**config.mk**
```make
export PLATFORM = sky130hd
export DESIGN_NAME = br_decide
export DESIGN_NICKNAME = d
export VERILOG_FILES = /design/src/rtl/br_pkg.sv /design/src/rtl/br_decode.sv /design/src/rtl/br_compare.sv /design/src/rtl/br_target.sv /design/src/rtl/br_decide.sv
export SDC_FILE = /design/constraint.sdc
export NUM_CORES = 1
export LEC_CHECK = 0
export BUFFER_PORTS_ARGS = -buffer_cell sky130_fd_sc_hd__buf_2
export CAP_MARGIN = 15
export CORE_MARGIN = 2
export CORE_UTILIZATION = 35
export DETAILED_ROUTE_END_ITERATION = 7
export GPL_TIMING_DRIVEN = 0
export PLACE_DENSITY_LB_ADDON = 0.05
export SLEW_MARGIN = 20
export SYNTH_ARGS = -nofsm -noshare
export SYNTH_HDL_FRONTEND = slang
export SYNTH_SLANG_ARGS = --single-unit
```
**constraint.sdc**
```tcl
create_clock -name clk -period 21.7 [get_ports clk]
set_input_delay 6.51 -clock clk [delete_from_list [all_inputs] [get_ports clk]]
set_output_delay 6.51 -clock clk [all_outputs]
set_load 0.03 [all_outputs]
```
**src/rtl/br_pkg.sv**
```systemverilog
// Shared types for the compare-and-branch decision unit.
// Assumes opcode layout: low 3 bits 101 mark the jump class, bit 3 picks the
// comparand, the upper nibble picks the condition.
package br_pkg;

    localparam int OPC_W = 8;
    localparam int VAL_W = 64;
    localparam int IMM_W = 32;
    localparam int OFF_W = 16;

    typedef enum logic [3:0] {
        COND_ALWAYS = 4'd0,
        COND_EQ     = 4'd1,
        COND_UGT    = 4'd2,
        COND_UGE    = 4'd3,
        COND_BITS   = 4'd4,
        COND_NE     = 4'd5,
        COND_SGT    = 4'd6,
        COND_SGE    = 4'd7,
        COND_ULT    = 4'd8,
        COND_ULE    = 4'd9,
        COND_SLT    = 4'd10,
        COND_SLE    = 4'd11,
        COND_NEVER  = 4'd12
    } cond_e;

    typedef struct packed {
        cond_e cond;
        logic  use_reg;
        logic  legal;
    } dec_t;

endpackage

```
**src/rtl/br_decode.sv**
```systemverilog
// Opcode decoder: maps a jump opcode to a condition, the comparand choice and
// a legality flag. Assumes nothing about the operands; purely combinational.
module br_decode
    import br_pkg::*;
(
    input  logic [OPC_W-1:0] opcode,
    output dec_t             dec
);

    logic [3:0] nib;
    logic       is_jmp_class;

    assign nib          = opcode[7:4];
    assign is_jmp_class = (opcode[2:0] == 3'b101);

    // Condition lookup from the upper nibble, legality from class and nibble.
    always_comb begin
        dec.use_reg = opcode[3];
        dec.legal   = is_jmp_class;
        dec.cond    = COND_NEVER;
        unique case (nib)
            4'h0:    begin
                dec.cond  = COND_ALWAYS;
                dec.legal = is_jmp_class && !opcode[3];
            end
            4'h1:    dec.cond = COND_EQ;
            4'h2:    dec.cond = COND_UGT;
            4'h3:    dec.cond = COND_UGE;
            4'h4:    dec.cond = COND_BITS;
            4'h5:    dec.cond = COND_NE;
            4'h6:    dec.cond = COND_SGT;
            4'h7:    dec.cond = COND_SGE;
            4'hA:    dec.cond = COND_ULT;
            4'hB:    dec.cond = COND_ULE;
            4'hC:    dec.cond = COND_SLT;
            4'hD:    dec.cond = COND_SLE;
            default: dec.legal = 1'b0;
        endcase
        if (!dec.legal) dec.cond = COND_NEVER;
    end

endmodule

```
**src/rtl/br_compare.sv**
```systemverilog
// Comparator: evaluates one condition between the destination value and the
// comparand. Builds equality, unsigned-less and signed-less once and derives
// every ordering from them. Combinational.
module br_compare
    import br_pkg::*;
#(
    parameter int W = VAL_W
) (
    input  cond_e          cond,
    input  logic [W-1:0]   a,
    input  logic [W-1:0]   b,
    output logic           hit
);

    logic eq, ult, slt, any_bit;

    assign eq      = (a == b);
    assign ult     = (a < b);
    assign slt     = ($signed(a) < $signed(b));
    assign any_bit = |(a & b);

    // Select the outcome for the decoded condition.
    always_comb begin
        unique case (cond)
            COND_ALWAYS: hit = 1'b1;
            COND_EQ:     hit = eq;
            COND_NE:     hit = !eq;
            COND_UGT:    hit = !ult && !eq;
            COND_UGE:    hit = !ult;
            COND_ULT:    hit = ult;
            COND_ULE:    hit = ult || eq;
            COND_SGT:    hit = !slt && !eq;
            COND_SGE:    hit = !slt;
            COND_SLT:    hit = slt;
            COND_SLE:    hit = slt || eq;
            COND_BITS:   hit = any_bit;
            default:     hit = 1'b0;
        endcase
    end

endmodule

```
**src/rtl/br_target.sv**
```systemverilog
// Target adder: next slot is pc + 1, plus the sign-extended offset when the
// jump is taken. Wraps modulo 2^PC_W. Assumes PC_W is wider than the offset.
module br_target
    import br_pkg::*;
#(
    parameter int PC_W = 32
) (
    input  logic             take,
    input  logic [PC_W-1:0]  pc,
    input  logic [OFF_W-1:0] offset,
    output logic [PC_W-1:0]  target
);

    localparam int EXT_W = PC_W - OFF_W;
    localparam logic [PC_W-1:0] ONE = PC_W'(1);

    logic [PC_W-1:0] off_ext;

    // Sign-extend the offset, or zero it when falling through.
    always_comb begin
        off_ext = take ? {{EXT_W{offset[OFF_W-1]}}, offset} : '0;
        target  = pc + ONE + off_ext;
    end

endmodule

```
**src/rtl/br_decide.sv**
```systemverilog
// Compare-and-branch decision unit, top level. Registers the decision one
// clock after in_valid. Assumes the caller holds no state for it; every
// presented instruction is judged independently.
module br_decide
    import br_pkg::*;
#(
    parameter int PC_W = 32
) (
    input  logic             clk,
    input  logic             rst_n,
    input  logic             in_valid,
    input  logic [7:0]       opcode,
    input  logic [63:0]      dst_val,
    input  logic [63:0]      src_val,
    input  logic [31:0]      imm,
    input  logic [15:0]      offset,
    input  logic [PC_W-1:0]  pc,
    output logic             out_valid,
    output logic             taken,
    output logic             illegal,
    output logic [PC_W-1:0]  next_pc
);

    localparam int EXT_W = VAL_W - IMM_W;

    dec_t             dec;
    logic [VAL_W-1:0] comparand;
    logic             hit;
    logic             take;
    logic [PC_W-1:0]  target;

    br_decode u_decode (
        .opcode (opcode),
        .dec    (dec)
    );

    // Comparand: source register or sign-extended immediate.
    always_comb begin
        comparand = dec.use_reg ? src_val : {{EXT_W{imm[IMM_W-1]}}, imm};
    end

    br_compare #(.W(VAL_W)) u_compare (
        .cond (dec.cond),
        .a    (dst_val),
        .b    (comparand),
        .hit  (hit)
    );

    assign take = dec.legal && hit;

    br_target #(.PC_W(PC_W)) u_target (
        .take   (take),
        .pc     (pc),
        .offset (offset),
        .target (target)
    );

    // Result register with synchronous active-low reset.
    always_ff @(posedge clk) begin
        if (!rst_n) begin
            out_valid <= 1'b0;
            taken     <= 1'b0;
            illegal   <= 1'b0;
            next_pc   <= '0;
        end else begin
            out_valid <= in_valid;
            taken     <= take;
            illegal   <= !dec.legal;
            next_pc   <= target;
        end
    end

endmodule

```
==> summary.md <==
| Metric | Value |
|---|---|
| Peak VDD IR | `0.0324 mV` |
| Max-slew violations | `0` |
| Initial Util | `36.1%` |
| DR WL/cell | `13.8 um` |
| Die Y | `132 um` |
| Number of global-route vias before repair | `about 5,700` |
| DRC violations left | `0` |
| Slew of the pin with the lowest slew margin | `855 ps` |
| Most used flip-flop cell after synthesis | `dfxtp_1` |
| Final net count | `1,355` |
| Critical path required time | `21,890 ps` |
| Post-synth top area cell | `ha_1` |
| CTS buffer count | `5` |
| Crit path max fanout | `10` |
| CTS Sinks | `35` |
| Post-Route Setup TNS | `0 ps` |
| Routed WL | `16.5 mm` |
| I/O pins | `around 250` |
| Pwr Total | `0.265 mW` |
| DRT iter0 DRCs | `151` |
| Share of layout cells above drive strength 1 | `28.5%` |
| Detailed-route via count | `5,767` |
| Hold bufs inserted after CTS | `0` |
| Syn avg cell area | `8.07 um^2` |
| GPL Wtd Cong | `0.889` |
| Clock root cell | `clkbuf_16` |
| Top-count cell post-synth | `ha_1` |
| Number of fill cells | `between 1,500 and 2,000` |
| Vias per inst | `just under 5` |
| Relative max-transition margin | `42.6%` |
| Cell Area, Synth | `5770 um^2` |
| Period utilisation layout | `roughly two thirds` |
| Hold WS | `6440 ps` |
| Met2 Track Usage GR | `33.5%` |
| PostCTS Resize Cnt | `0` |
| CTS tree | `built` |
| Number of setup buffers added after CTS | `0` |
| Critical Setup Path Class | `in2reg` |
| Most used routing layer | `met2` |
| First-pass DRT Iterations | `4` |
| Met1 Use GR | `21.9%` |
| Cells after DPL | `between 1,000 and 1,500` |
| Leak | `around 4.2 nW` |
| Final setup fails | `0` |
| Startpoint Class | `primary input` |
| Worst setup EP type | `flip-flop` |
| Most frequent cells after synthesis | `159 x ha_1, 84 x a21oi_1, 75 x inv_1` |
| CTS Buffer Depth | `2` |
| Worst-path clk slew | `50 ps` |
| Hold Violations, Final | `0` |
| Synth top area share | `34.5%` |
| EDFF count, synth | `0` |
| Grt ovf | `0` |
| Syn nets | `1,094` |
| H-tree depth | `2` |
| Final core utilization | `46.7%` |
| Initial antenna violation count | `3` |
| Layout Cells excl Fill | `between 1,000 and 1,500` |
| Port Buffer Count | `252` |
| PwrDens | `between 30 and 40 nW/um^2` |
| Sequential-to-total area share from yosys stat | `about an eighth` |
| All-Layer GR Usage | `a little under a fifth` |
| Max Cap Viol | `0` |
| FF+latch count, synth | `35` |
| P&R area growth vs syn | `29.4%` |
| First-pass GRT wire length | `26.4 mm` |
| Dpl hpwl | `14.5 mm` |
| CP arrival | `14,710 ps` |
| Largest net degree at the start of global routing | `11` |
| M3 GR Usage | `3.22%` |
| Critical path origin | `opcode[3]` |
| Antenna Nets Post-Route | `0` |
| Die width | `132 um` |
| Ys Warns | `0` |
| Area of the multi-input gates | `4730 um^2` |
| Storage element area | `701 um^2` |
| Count of cell types in the netlist | `65` |
| Max Fclk | `68.9 MHz` |
| Synth async-reset ratio | `0%` |
| Cell count after synthesis | `715` |
| Core Area | `roughly 16,000 um^2` |
| Die ar. | `17,500 um^2` |
| Worst min path class | `in2reg` |
| Core Rows | `46` |
| RSZ-0062 raised after global routing | `no` |
| Status | `finished, final reports clean` |
| Worst setup path endpoint | `next_pc[31]$_SDFF_PN0_` |
| Min Tclk post-route | `14,520 ps` |
| Ranking of synthesized cells by area | `ha_1 34%, dfxtp_1 12%, a21oi_1 7.3%, mux2i_1 5.5%, inv_1 4.9%` |
## sequential cells by signal, summed over array words and instances (netlist names)
| register | cells |
|---|---|
| illegal | 1 |
| taken | 1 |
| out_valid | 1 |
| next_pc | 32 |
## worst min-delay path by stage
stage / startpoint / depth (start not counted) / to / slack (ps)
after floorplan: rst_n / 1 / next_pc[3]$_SDFF_PN0_ / 6630
after global placement: in_valid / 2 / out_valid$_SDFF_PN0_ / 6720
after global routing: in_valid / 2 / out_valid$_SDFF_PN0_ / 6440
final: in_valid / 2 / out_valid$_SDFF_PN0_ / 6440
after detailed placement: in_valid / 2 / out_valid$_SDFF_PN0_ / 6730
after CTS: in_valid / 2 / out_valid$_SDFF_PN0_ / 6440
## per-layer routing
metal | wire (um) | share of wire (%)
met5 | 13 | 0.079
met1 | 7160 | 43
met2 | 8110 | 49
met4 | 284 | 1.7
met3 | 936 | 5.7
## kinds of logic (layout without fill, tap and decap cells)
group | count (synthesis) | after routing | share of synthesized area [%]
fa+ha+maj | 160 | 160 | 34.8
mux | 34 | 34 | 5.94
simple gates | 204 | 204 | 18.8
xor+xnor | 25 | 25 | 3.79
buf+inv | 91 | 352 | 5.92
other cells | 0 | 2 | 0
compound gates | 166 | 166 | 18.6
flops | 35 | 35 | 12.1
## layout make-up
type                       count  area share, %
buffer                        16          0.804
multi-input combinational    589           63.3
tap                          216           3.62
clock inverter                 1         0.0670
clock buffer                   6           1.86
inverter                      75           3.77
antenna                        2         0.0670
timing repair buffer         254           17.1
sequential                    35           9.38
## through the flow
step	cell area, um^2	setup slack [ps]
after global routing	7470	6430
after floorplan	5770	8400
after CTS	7460	6980
final	7470	7180
after detailed placement	7320	6730
after global placement	7300	6710
## placed cells by master (no fill, tap or decap), drive strengths merged, types with 4 or more instances in the layout
cell type	instances
buf	257
nor3	14
nor4	18
nor2	44
o21ai	19
xor2	13
a21o	19
and4	4
nand3	16
xnor2	12
a21oi	84
mux2i	32
nor2b	23
inv	75
nand2	33
clkbuf	19
and2	5
ha	159
nand4	20
a211oi	6
and3	4
dfxtp	35
nand2b	7
## worst max-delay path, stage by stage
cell	delay, ps
buf_2	110
clkbuf_1	600
buf_1	680
a21oi_1	200
ha_1	370
nand4_1	140
nor4_1	420
nand4bb_1	280
a211o_1	340
a21o_1	220
a21boi_0	200
o32a_1	200
nand2_1	80
a211oi_2	610
clkbuf_1	430
nor2b_1	100
ha_1	320
a21o_2	250
or3b_1	360
or3_1	350
a21o_1	220
a311o_2	430
a2111oi_4	410
nor3_2	120
o31ai_4	310
nand3_1	110
mux2_2	260
o311ai_1	60
## power by group
part	internal (mW)	switching, mW	total [mW]
Clock	0.0447	0.0261	0.0708
Sequential	0.0694	0.00114	0.0705
Combinational	0.0538	0.0696	0.123
(Power assumes the default switching activity.)
